$ cat config.mk
export PLATFORM = sky130hd
export DESIGN_NAME = irq_sec_bank
export DESIGN_NICKNAME = d
export VERILOG_FILES = /design/src/rtl/irq_sec_pkg.sv /design/src/rtl/irq_sec_ctrl.sv /design/src/rtl/irq_sec_dpath.sv /design/src/rtl/irq_sec_bank.sv
export SDC_FILE = /design/constraint.sdc
export NUM_CORES = 1
export LEC_CHECK = 0
export ABC_AREA = 1
export BUFFER_PORTS_ARGS = -buffer_cell sky130_fd_sc_hd__buf_2
export CAP_MARGIN = 20
export CELL_PAD_IN_SITES_DETAIL_PLACEMENT = 1
export CELL_PAD_IN_SITES_GLOBAL_PLACEMENT = 2
export CORE_MARGIN = 10
export CORE_UTILIZATION = 30
export CTS_CLUSTER_SIZE = 30
export DETAILED_ROUTE_END_ITERATION = 6
export PLACE_DENSITY = 0.95
export SLEW_MARGIN = 15
export SYNTH_ARGS = -nofsm -noshare
export SYNTH_HDL_FRONTEND = slang
export SYNTH_HIERARCHICAL = 1
export SYNTH_SLANG_ARGS = --single-unit
$ cat constraint.sdc
create_clock -name clk -period 2.7 [get_ports clk]
set_input_delay 0.27 -clock clk [delete_from_list [all_inputs] [get_ports clk]]
set_output_delay 0.27 -clock clk [all_outputs]
set_load 0.02 [all_outputs]
$ cat src/rtl/irq_sec_pkg.sv
package irq_sec_pkg;
  // Decoded strobes passed from control to datapath
  typedef struct packed {
    logic       rdReq;     // read strobe seen
    logic       rdHit;     // read of an accessible implemented word
    logic       wrPriv;    // write to banked word 0
    logic       wrShared;  // write to a shared word
    logic [4:0] wordIdx;   // word index within the window
  } secStrobe_t;
endpackage

$ cat src/rtl/irq_sec_ctrl.sv
module irq_sec_ctrl
  import irq_sec_pkg::*;
#(
  parameter int ADDR_W  = 12,
  parameter int WORDS   = 3,
  parameter int SEC_EXT = 1
) (
  input  logic [ADDR_W-1:0] busAddr,
  input  logic              busRd,
  input  logic              busWr,
  input  logic              busSecure,
  output secStrobe_t        strobes
);
  logic inWindow;
  logic implWord;
  logic allowed;
  logic [4:0] idx;

  always_comb begin
    idx      = busAddr[6:2];
    inWindow = (busAddr[ADDR_W-1:7] == (ADDR_W-7)'(1)) && (busAddr[1:0] == 2'b00);
    implWord = (int'(idx) < WORDS);
    allowed  = (SEC_EXT != 0) && busSecure && inWindow && implWord;

    strobes.rdReq    = busRd;
    strobes.rdHit    = busRd && allowed;
    strobes.wrPriv   = busWr && allowed && (idx == 5'd0);
    strobes.wrShared = busWr && allowed && (idx != 5'd0);
    strobes.wordIdx  = idx;
  end
endmodule

$ cat src/rtl/irq_sec_dpath.sv
module irq_sec_dpath
  import irq_sec_pkg::*;
#(
  parameter int NUM_CPUS    = 2,
  parameter int CPU_W       = 1,
  parameter int WORDS       = 3,
  parameter int NUM_IRQS    = 80,
  parameter int NS_CPU_MASK = 'b10,
  parameter int LOCK_COUNT  = 16,
  localparam int SHARED_BITS = NUM_IRQS - 32
) (
  input  logic                     clk,
  input  logic                     rstN,
  input  secStrobe_t               strobes,
  input  logic [CPU_W-1:0]         busCpu,
  input  logic [31:0]              busWdata,
  input  logic                     lockdown,
  output logic [31:0]              rdData,
  output logic                     rdValid,
  output logic [NUM_CPUS*32-1:0]   privSec,
  output logic [SHARED_BITS-1:0]   sharedSec
);
  // Implemented bits of word 0
  function automatic logic [31:0] privImpl();
    logic [31:0] m;
    for (int b = 0; b < 32; b++) m[b] = (b < NUM_IRQS);
    return m;
  endfunction
  localparam logic [31:0] IMPL0 = privImpl();

  logic [NUM_CPUS-1:0][31:0] privReg;
  logic [SHARED_BITS-1:0]    sharedReg;
  logic [WORDS-1:1][31:0]    sharedView;
  logic [31:0]               readWord;

  // Banked word 0, one copy per processor
  for (genvar c = 0; c < NUM_CPUS; c++) begin : gPriv
    always_ff @(posedge clk) begin
      if (!rstN)
        privReg[c] <= NS_CPU_MASK[c] ? IMPL0 : 32'h0;
      else if (strobes.wrPriv && busCpu == CPU_W'(c))
        privReg[c] <= busWdata & IMPL0;
    end
  end

  // Shared bits, each with its own lock qualification
  for (genvar i = 0; i < SHARED_BITS; i++) begin : gShared
    localparam int ID   = 32 + i;
    localparam int WIDX = ID / 32;
    localparam int BPOS = ID % 32;
    localparam bit LOCKABLE = (ID < 32 + LOCK_COUNT);
    logic bitQ;
    logic frozen;
    assign frozen = LOCKABLE && lockdown && !bitQ;
    always_ff @(posedge clk) begin
      if (!rstN)
        bitQ <= 1'b0;
      else if (strobes.wrShared && strobes.wordIdx == 5'(WIDX) && !frozen)
        bitQ <= busWdata[BPOS];
    end
    assign sharedReg[i] = bitQ;
  end

  always_comb begin
    sharedView = '0;
    for (int i = 0; i < SHARED_BITS; i++)
      sharedView[(32 + i) / 32][(32 + i) % 32] = sharedReg[i];
  end

  always_comb begin
    readWord = '0;
    if (strobes.wordIdx == 5'd0) begin
      for (int c = 0; c < NUM_CPUS; c++)
        if (busCpu == CPU_W'(c)) readWord = privReg[c];
    end else begin
      for (int w = 1; w < WORDS; w++)
        if (strobes.wordIdx == 5'(w)) readWord = sharedView[w];
    end
  end

  always_ff @(posedge clk) begin
    if (!rstN) begin
      rdValid <= 1'b0;
      rdData  <= '0;
    end else begin
      rdValid <= strobes.rdReq;
      rdData  <= strobes.rdHit ? readWord : 32'h0;
    end
  end

  assign privSec   = privReg;
  assign sharedSec = sharedReg;
endmodule

$ cat src/rtl/irq_sec_bank.sv
module irq_sec_bank
  import irq_sec_pkg::*;
#(
  parameter int ADDR_W      = 12,
  parameter int NUM_CPUS    = 2,
  parameter int LINE_COUNT  = 2,
  parameter int NUM_IRQS    = 80,
  parameter int SEC_EXT     = 1,
  parameter int NS_CPU_MASK = 'b10,
  parameter int LOCK_COUNT  = 16,
  localparam int CPU_W       = (NUM_CPUS > 1) ? $clog2(NUM_CPUS) : 1,
  localparam int WORDS       = LINE_COUNT + 1,
  localparam int SHARED_BITS = NUM_IRQS - 32
) (
  input  logic                   clk,
  input  logic                   rstN,
  input  logic [ADDR_W-1:0]      busAddr,
  input  logic                   busRd,
  input  logic                   busWr,
  input  logic [31:0]            busWdata,
  input  logic                   busSecure,
  input  logic [CPU_W-1:0]       busCpu,
  input  logic                   lockdown,
  output logic [31:0]            rdData,
  output logic                   rdValid,
  output logic [NUM_CPUS*32-1:0] privSec,
  output logic [SHARED_BITS-1:0] sharedSec
);
  secStrobe_t strobes;

  irq_sec_ctrl #(
    .ADDR_W(ADDR_W), .WORDS(WORDS), .SEC_EXT(SEC_EXT)
  ) uCtrl (
    .busAddr(busAddr), .busRd(busRd), .busWr(busWr),
    .busSecure(busSecure), .strobes(strobes)
  );

  irq_sec_dpath #(
    .NUM_CPUS(NUM_CPUS), .CPU_W(CPU_W), .WORDS(WORDS), .NUM_IRQS(NUM_IRQS),
    .NS_CPU_MASK(NS_CPU_MASK), .LOCK_COUNT(LOCK_COUNT)
  ) uDpath (
    .clk(clk), .rstN(rstN), .strobes(strobes), .busCpu(busCpu),
    .busWdata(busWdata), .lockdown(lockdown), .rdData(rdData),
    .rdValid(rdValid), .privSec(privSec), .sharedSec(sharedSec)
  );
endmodule

==> impl_metrics.csv, run 1 <==
group,metric,value,unit
setup_path,slowest_stage,"nor2_8",
timing,timing.fmax,0.560,GHz
placed_design,port_buffers,195,
synthesis,syn_nets,950,
die,chipHeight,169,µm
setup_path,crit_family,"simple AND/OR/NAND/NOR gates",
timing,hold_violations,0,
setup_path,cpPeakStageDelay,420,ps
timing,fin_crit_sh,0.661,
setup_path,crit_cells,10,
synthesis,async_flop_share,0,
cts,htreeDepth,4,
setup_path,required,3070,ps
power_and_ir_drop,peakVddDrop,0.357,mV
cts,clkSinkCount,145,
outcome,status,"completed",
setup_path,r2r_cells,6,
cts,clock_latency,430,ps
global_route,grt_usage,0.173,
timing,fin_setup_tns,0,ps
synthesis,synth-seq-area-share,0.438,
timing,layout_setup_ws,915,ps
final_layout,drive_gt1_frac,0.277,
die,rows,54,
timing,rsz0062_at_grt,"no",
die,coreArea,0.0218,mm²
global_route,grt_max_degree,114,
final_layout,fill_cells,2727,
synthesis,synth_edf_count,0,
die,initial_utilization,0.305,
setup_path,worstPathArrival,2150,ps
power_and_ir_drop,p_per_area,585,mW/mm²
cts,cts_tree,"done",
drt,first_pass_iters,5,
cts,cts_buffers,17,
synthesis,synth.distinct_cells,25,
setup_path,r2r-end,"uDpath/rdData[15]",
synthesis,syn_area,0.00663,mm²
cts,holdBufCountCts,0,
placed_design,dpl.hpwl,17.9,mm
drt,ant_nets,0,
setup_path,crit_chain,"buf_2, nor2_2, nand2_1, nor2_2, nand3_1, nor2_4, nand4_4, nor2_8, nor2_1, nor2_1",
drt,vias_per_cell,4.99,
final_layout,final_common_cell,"nand2_1",
final_layout,nets,1061,
global_route,grt_pass1_wl,39.0,mm
global_route,grt_pass1_vias,6684,
synthesis,synth_warnings,6,
power_and_ir_drop,fin_total_pwr,0.00463,W
drt,routed_wl,25.3,mm
final_layout,utilization,0.364,
cts,cts_buffer_depth,2,
synthesis,ys_seq_elements,145,
timing,setup_viol,0,
setup_path,end_kind,"flop",
placed_design,dp_cells,1271,
final_layout,syn_to_final_growth,19.5,%
synthesis,netlist_instances,899,
min_path,min_path_type,"input pin to flop",
final_layout,final_cells,1303,
cts,post_cts_buffers,0,
final_layout,final_cell_mix,"229 x nand2_1, 194 x buf_2, 145 x dfxtp_1",
global_route,antenna_found_initial,0,
setup_path,r2r-start,"uDpath/privSec[47]",
drt,wire_per_inst,19.4,µm
global_route,grt_overflow,0,
timing,final.min_clock_period,1790,ps
drt,drt-initial-drc-count,447,
cts,cts_resized,0,
synthesis,syn_avg_cell_area,7.37,µm²
cts,clk_pin_slew,70,ps
die,die_area,0.0284,mm²
placed_design,gp_congestion,0.828,
final_layout,multiInputGateArea,0.00272,mm²
drt,drc,0,
setup_path,critPathCapture,"uDpath/gShared[11].bitQ",
placed_design,dp_slack,510,ps
final_layout,register_area,0.00290,mm²
final_layout,antennaDiodeCount,0,
setup_path,startpoint,"busAddr[6]",
setup_path,cp_num_buf_inv,1,
die,ios,196,
run,cap_violations,0,
setup_path,start_kind,"input pin",
timing,relSlewSlack,0.567,
setup_path,crit_path_max_fanout,17,
timing,drv_slew,0,
cts,cts_root_buf,"clkbuf_16",
drt,via_count,6506,
timing,tightest_slew,649,ps
die,die_x,169,µm
power_and_ir_drop,power_leakage,3.93,nW
timing,finClkSkew,11.4,ps
setup_path,critical_path_class,"input pin to flop",
synthesis,synth_ff_type,"dfxtp_1",
setup_path,reg2reg_slack,1770,ps
metrics by stage:
step,instance area (µm²),hold WS [ps]
6_report,7920,49.7
3_5_place_dp,7370,456
3_3_place_gp,7370,457
5_1_grt,7920,48.9
4_1_cts,7920,37.2
2_1_floorplan,6630,383
state kept, by name, indices dropped and copies added (netlist names):
name	flops
uDpath/privSec	64
uDpath/gShared.bitQ	48
uDpath/rdData	32
uDpath/rdValid	1
logic make-up (layout without fill, tap and decap cells):
| logic type | count (synthesis) | after routing | synth area share |
|---|---|---|---|
| AOI/OAI and AO/OA | 129 | 129 | 0.110 |
| buffers and inverters | 196 | 320 | 0.152 |
| DFF | 145 | 145 | 0.438 |
| and+or+nand+nor | 429 | 429 | 0.300 |
Yosys cell counts, types with 24 or more instances:
library cell,number,area share
clkbuf_1,29,0.016
dfxtp_1,145,0.44
buf_4,58,0.066
inv_1,73,0.041
nand4_1,62,0.059
nand3_1,51,0.039
nor2_2,24,0.023
nor2_1,51,0.029
a21oi_1,48,0.036
o21ai_0,24,0.018
nand2_1,230,0.13
o21ai_1,25,0.019
tightest hold or removal path, cell delays in order:
cell and delay (ps):
buf_2 90, nand2_1 50, inv_1 40
cell type report:
class	count	share of cell area
Sequential cell	145	0.367
Multi-Input combinational cell	558	0.344
Timing Repair Buffer	209	0.138
Clock buffer	18	0.0542
Tap cell	280	0.0443
Inverter	79	0.0375
Clock inverter	14	0.0149
layer usage:
layer | global-route usage | wire [µm] | vias up
met2 | 0.281 | 12100 | 230
met3 | 0.0470 | 1590 | 32
met1 | 0.218 | 11200 | 3157
met5 | 0 | 0 | -
met4 | 0.0564 | 531 | 0
li1 | - | - | 3087
worst min path at each step:
stage / start / end / slack [ps] / depth (start not counted)
global route: busRd / uDpath/rdValid / 50 / 3
finish: busRd / uDpath/rdValid / 50 / 3
global placement: uDpath/privSec[27] / uDpath/privSec[27] / 460 / 2
floorplan: busWdata[16] / uDpath/privSec[48] / 380 / 2
CTS: busRd / uDpath/rdValid / 40 / 3
detailed placement: uDpath/privSec[22] / uDpath/privSec[22] / 460 / 2
report_power, final:
group | switching, W | internal (W) | total, W | leakage, nW
Clock | 0.00104 | 0.00121 | 0.00225 | 0.262
Sequential | 0.000000133 | 0.00214 | 0.00214 | 1.17
Combinational | 0.000180 | 0.0000672 | 0.000247 | 2.50
Total | 0.00122 | 0.00341 | 0.00463 | 3.93
Note: power is estimated with default switching activity, not from simulation.
==> run 2: changes to the inputs <==
--- a/config.mk
+++ b/config.mk
@@ -11,10 +11,10 @@
 export CELL_PAD_IN_SITES_DETAIL_PLACEMENT = 1
 export CELL_PAD_IN_SITES_GLOBAL_PLACEMENT = 2
 export CORE_MARGIN = 10
-export CORE_UTILIZATION = 30
+export CORE_UTILIZATION = 28
 export CTS_CLUSTER_SIZE = 30
 export DETAILED_ROUTE_END_ITERATION = 6
-export PLACE_DENSITY = 0.95
+export PLACE_DENSITY = 0.91
 export SLEW_MARGIN = 15
 export SYNTH_ARGS = -nofsm -noshare
 export SYNTH_HDL_FRONTEND = slang
==> constraint.sdc (replaced) <==
create_clock -name clk -period 1.75 [get_ports clk]
set_input_delay 0.175 -clock clk [delete_from_list [all_inputs] [get_ports clk]]
set_output_delay 0.175 -clock clk [all_outputs]
set_load 0.02 [all_outputs]
==> run 2 against run 1 <==
Effect of this change:
- non-clock buffer count rose by 29
- highest routed layer is now met5
- via count barely moved
- sequential share of layout area fell by 2.0 points
- combinational power rose by 77%
- count of clock-buffer cells in the layout rose by 3
- hold slack got worse by 40 ps
- largest cell class unchanged
- critical path depth fell by 9
- sequential cell count did not move
- final area rose by 5.6%
- core utilization fell by 0.65 points
- setup slack got worse by 450 ps
==> impl_metrics.csv, run 2 (same netlist as run 1, synthesis figures left out) <==
group,metric,value,unit
outcome,status,"completed",
cts,clk_pin_slew,70,ps
setup_path,crit_family,"flip-flops",
final_layout,multiInputGateArea,0.00272,mm²
setup_path,crit_path_max_fanout,3,
setup_path,required,1570,ps
power_and_ir_drop,power_frac_seq,0.448,
timing,tightest_slew,347,ps
drt,wire_per_inst,18.3,µm
setup_path,worstPathArrival,1110,ps
timing,rsz0062_at_grt,"no",
final_layout,nets,1090,
final_layout,fill_cells,2994,
final_layout,final_common_cell,"nand2_1",
timing,fin_setup_tns,0,ps
die,coreArea,0.0234,mm²
final_layout,register_area,0.00290,mm²
timing,finClkSkew,11.3,ps
power_and_ir_drop,clkPwrFrac,0.492,
run,cap_violations,0,
final_layout,syn_to_final_growth,26.2,%
setup_path,start_kind,"flop",
global_route,grt_pass1_wl,39.8,mm
timing,fin_crit_sh,0.734,
drt,ant_nets,0,
cts,htreeDepth,4,
power_and_ir_drop,p_int,0.00560,W
die,die_area,0.0302,mm²
cts,cts_buffers,17,
drt,first_pass_iters,4,
global_route,grt_max_degree,70,
final_layout,drive_gt1_frac,0.279,
global_route,antenna_found_initial,3,
global_route,grt_pass1_vias,6852,
power_and_ir_drop,power_leakage,4.10,nW
drt,drt-initial-drc-count,385,
min_path,min_path_type,"input pin to flop",
die,die_x,174,µm
setup_path,slowest_stage,"dfxtp_1",
drt,drc,0,
timing,relSlewSlack,0.768,
final_layout,largest_reg_flops,64,
die,rows,56,
final_layout,final_cell_mix,"229 x nand2_1, 194 x buf_2, 145 x dfxtp_1",
drt,vias_per_cell,4.74,
power_and_ir_drop,comb_power_share,0.059,
drt,routed_wl,25.2,mm
timing,final.min_clock_period,1280,ps
power_and_ir_drop,peakVddDrop,0.540,mV
timing,hold_violations,0,
power_and_ir_drop,switching_share,0.239,
setup_path,cpPeakStageDelay,460,ps
cts,clock_latency,420,ps
setup_path,critical_path_class,"flop to primary output",
timing,timing.hold.ws,9.31,ps
setup_path,cp_num_buf_inv,1,
timing,timing.fmax,0.778,GHz
global_route,grt_overflow,0,
placed_design,gp_congestion,0.824,
power_and_ir_drop,p_per_area,880,mW/mm²
placed_design,port_buffers,195,
cts,cts_buffer_depth,2,
global_route,grt_usage,0.166,
setup_path,crit_chain,"buf_2",
cts,cts_tree,"done",
die,chipHeight,174,µm
cts,cts_root_buf,"clkbuf_16",
die,initial_utilization,0.283,
setup_path,end_kind,"primary output",
placed_design,dpl.hpwl,18.5,mm
timing,setup_viol,0,
timing,drv_slew,0,
power_and_ir_drop,power.net_switching,0.00176,W
die,ios,196,
drt,via_count,6503,
cts,clkSinkCount,145,
[run 2: routing by layer]
| metal | global-route usage | up-vias | share of wire |
|---|---|---|---|
| met3 | 0.0501 | 43 | 0.067 |
| li1 | - | 3137 | - |
| met5 | 0 | - | 0.0011 |
| met4 | 0.0659 | 4 | 0.028 |
| met1 | 0.197 | 3151 | 0.43 |
| met2 | 0.274 | 168 | 0.48 |
[run 2: timing repair]
item                                   CTS  global route
gates resized for setup                  0             0
hold buffers                            17             0
endpoints found under the hold margin   17             0
buffers inserted                         0             0
[run 2: cell type report]
| type | instances | area share |
|---|---|---|
| sequential | 145 | 0.347 |
| timing repair buffer | 238 | 0.174 |
| inverter | 79 | 0.0355 |
| clock inverter | 11 | 0.0154 |
| multi-input combinational | 558 | 0.326 |
| clock buffer | 21 | 0.0539 |
| antenna | 2 | 0.000599 |
| tap | 319 | 0.0477 |
[run 2: worst paths after layout]
path | from | endpoint | slack, ps | cells past startpoint
setup / recovery | uDpath/gShared[9].bitQ | sharedSec[9] | 470 | 1
hold / removal | busWdata[14] | uDpath/gShared[46].bitQ | 9 | 3
hold reg to reg | uDpath/privSec[18] | uDpath/privSec[18] | 470 | 2
setup reg to reg | uDpath/privSec[47] | uDpath/rdData[15] | 870 | 6
[run 2: per-stage QoR]
step	worst slack (ps)	power (W)	instances	instance area [µm²]	utilization
after floorplan	231	0.00360	899	6630	-
after global placement	63.6	0.00378	1322	7610	0.325
after detailed placement	29.4	0.00378	1322	7610	0.325
after CTS	449	0.00744	1371	8360	0.357
after global routing	278	0.00763	1372	8360	0.357
final	465	0.00736	1373	8360	0.357
[run 2: power by group through the flow]
stage / clock, W / sequential [W] / combinational [W]
after global placement: 0 / 0.00338 / 0.000402
after global routing: 0.00385 / 0.00330 / 0.000479
after floorplan: 0 / 0.00338 / 0.000224
after detailed placement: 0 / 0.00338 / 0.000404
after CTS: 0.00371 / 0.00330 / 0.000437
final: 0.00363 / 0.00330 / 0.000436
==> run 3: changes to the inputs <==
==> constraint.sdc (replaced) <==
create_clock -name clk -period 1.3 [get_ports clk]
set_input_delay 0.13 -clock clk [delete_from_list [all_inputs] [get_ports clk]]
set_output_delay 0.13 -clock clk [all_outputs]
set_load 0.02 [all_outputs]
==> run 3 against run 2 <==
Effect of this change:
- critical path depth up 11
- via count up 4.1%
- setup slack got worse by 440 ps
- critical endpoint is now uDpath/gShared[14].bitQ
- largest power group unchanged
==> impl_metrics.csv, run 3 (same netlist as run 1, synthesis figures left out) <==
group,metric,value,unit
setup_path,required,1660,ps
placed_design,dpl.hpwl,19.0,mm
die,die_x,174,µm
final_layout,fin_area,0.00899,mm²
drt,drc,0,
cts,clk_pin_slew,70,ps
drt,first_pass_iters,5,
timing,hold_violations,0,
setup_path,start_kind,"input pin",
cts,cts_root_buf,"clkbuf_16",
cts,htreeDepth,4,
final_layout,nets,1135,
global_route,grt_pass1_wl,40.9,mm
power_and_ir_drop,peakVddDrop,0.806,mV
timing,fin_crit_sh,0.982,
final_layout,drive_gt1_frac,0.309,
timing,timing.fmax,0.783,GHz
timing,drv_slew,0,
final_layout,final_cell_mix,"228 x nand2_1, 190 x buf_2, 143 x dfxtp_1",
setup_path,worstPathArrival,1630,ps
cts,cts_tree,"done",
timing,setup_viol,0,
final_layout,final_cells,1417,
global_route,grt_overflow,0,
final_layout,final_common_cell,"nand2_1",
cts,cts_buffer_depth,2,
global_route,grt_max_degree,66,
final_layout,largest_reg_flops,64,
setup_path,crit_path_max_fanout,5,
global_route,grt_pass1_vias,7066,
timing,relSlewSlack,0.758,
final_layout,syn_to_final_growth,35.8,%
min_path,min_path_type,"input pin to flop",
die,die_area,0.0302,mm²
drt,via_count,6768,
die,coreArea,0.0234,mm²
cts,clock_latency,430,ps
drt,wire_per_inst,18.7,µm
placed_design,dp_cells,1348,
placed_design,gp_congestion,0.807,
cts,cts_buffers,17,
drt,vias_per_cell,4.78,
final_layout,fill_cells,2928,
power_and_ir_drop,power_leakage,4.41,nW
global_route,antenna_found_initial,2,
die,initial_utilization,0.283,
power_and_ir_drop,p_per_area,1120,mW/mm²
setup_path,end_kind,"flop",
timing,rsz0062_at_grt,"yes",
die,rows,56,
global_route,grt_usage,0.171,
placed_design,port_buffers,195,
drt,routed_wl,26.4,mm
run,cap_violations,0,
outcome,status,"completed",
placed_design,dpl_cell_area,0.00794,mm²
setup_path,critical_path_class,"input pin to flop",
drt,ant_nets,0,
die,chipHeight,174,µm
timing,tightest_slew,362,ps
cts,clkSinkCount,145,
die,ios,196,
timing,final.min_clock_period,1280,ps
drt,drt-initial-drc-count,467,
timing,finClkSkew,11.9,ps
==> run 3: per-layer routing <==
layer,vias up,part of all wire,GRT usage
li1,3237,-,-
met1,3305,0.43,0.207
met2,192,0.48,0.285
met3,34,0.065,0.0473
met4,0,0.019,0.0563
met5,-,0,0
==> run 3: repair_timing <==
| item | CTS | global route |
|---|---|---|
| setup endpoints to repair | 2 | 91 |
| buffers inserted | 0 | 2 |
| hold endpoints to repair | 46 | 0 |
| pin swaps | 0 | 15 |
| hold buffers | 33 | 0 |
| gates cloned | 0 | 1 |
| resized for setup | 1 | 24 |
==> run 3: path summary, 6_finish.rpt <==
check                           slack [ps]          startpoint  cells after the start                 endpoint
worst max-delay path                    20          busAddr[5]                     12  uDpath/gShared[14].bitQ
worst max register to register         330  uDpath/privSec[47]                      6        uDpath/rdData[15]
worst min register to register         470  uDpath/privSec[26]                      2       uDpath/privSec[26]
worst min-delay path                   150                rstN                      3       uDpath/privSec[49]
==> run 3: final cells by class <==
type	count	area [µm²]	share of cell area
repair buffers	283	2010	0.223
clock inverters	15	164	0.0182
multi-input cells	558	2800	0.311
diodes	1	2.50	0.000278
flip-flops and latches	145	2910	0.323
well taps	319	399	0.0444
clock buffers	17	425	0.0473
inverters	79	297	0.0330
==> run 3: stage by stage <==
stage           util  setup slack (ps)  setup TNS [ps]  hold WS (ps)  power, W
2_1_floorplan      -             -42.8            -423           243   0.00485
6_report       0.384              23.5               0           151    0.0101
5_1_grt        0.384             -48.4            -541           151    0.0105
3_3_place_gp   0.339              -400          -40520           355   0.00513
3_5_place_dp   0.339              -439          -46320           369   0.00513
4_1_cts        0.379            -0.957          -0.957           137    0.0102
==> run 3: report_power, final <==
part	internal (W)	total [W]	switching, W	leakage (nW)
Sequential	0.00444	0.00444	0.000000322	1.17
Combinational	0.000278	0.000693	0.000415	2.95
Clock	0.00274	0.00496	0.00223	0.293
==> run 3: worst max-delay path: stages <==
cell and delay [ps]:
buf_2 130, nor2_4 80, nand2_1 60, nor2_2 140
nand3_2 120, buf_6 130, nor2_4 180, nand4_4 170
nor2_8 180, buf_12 140, nor2_4 40, nor2_2 130
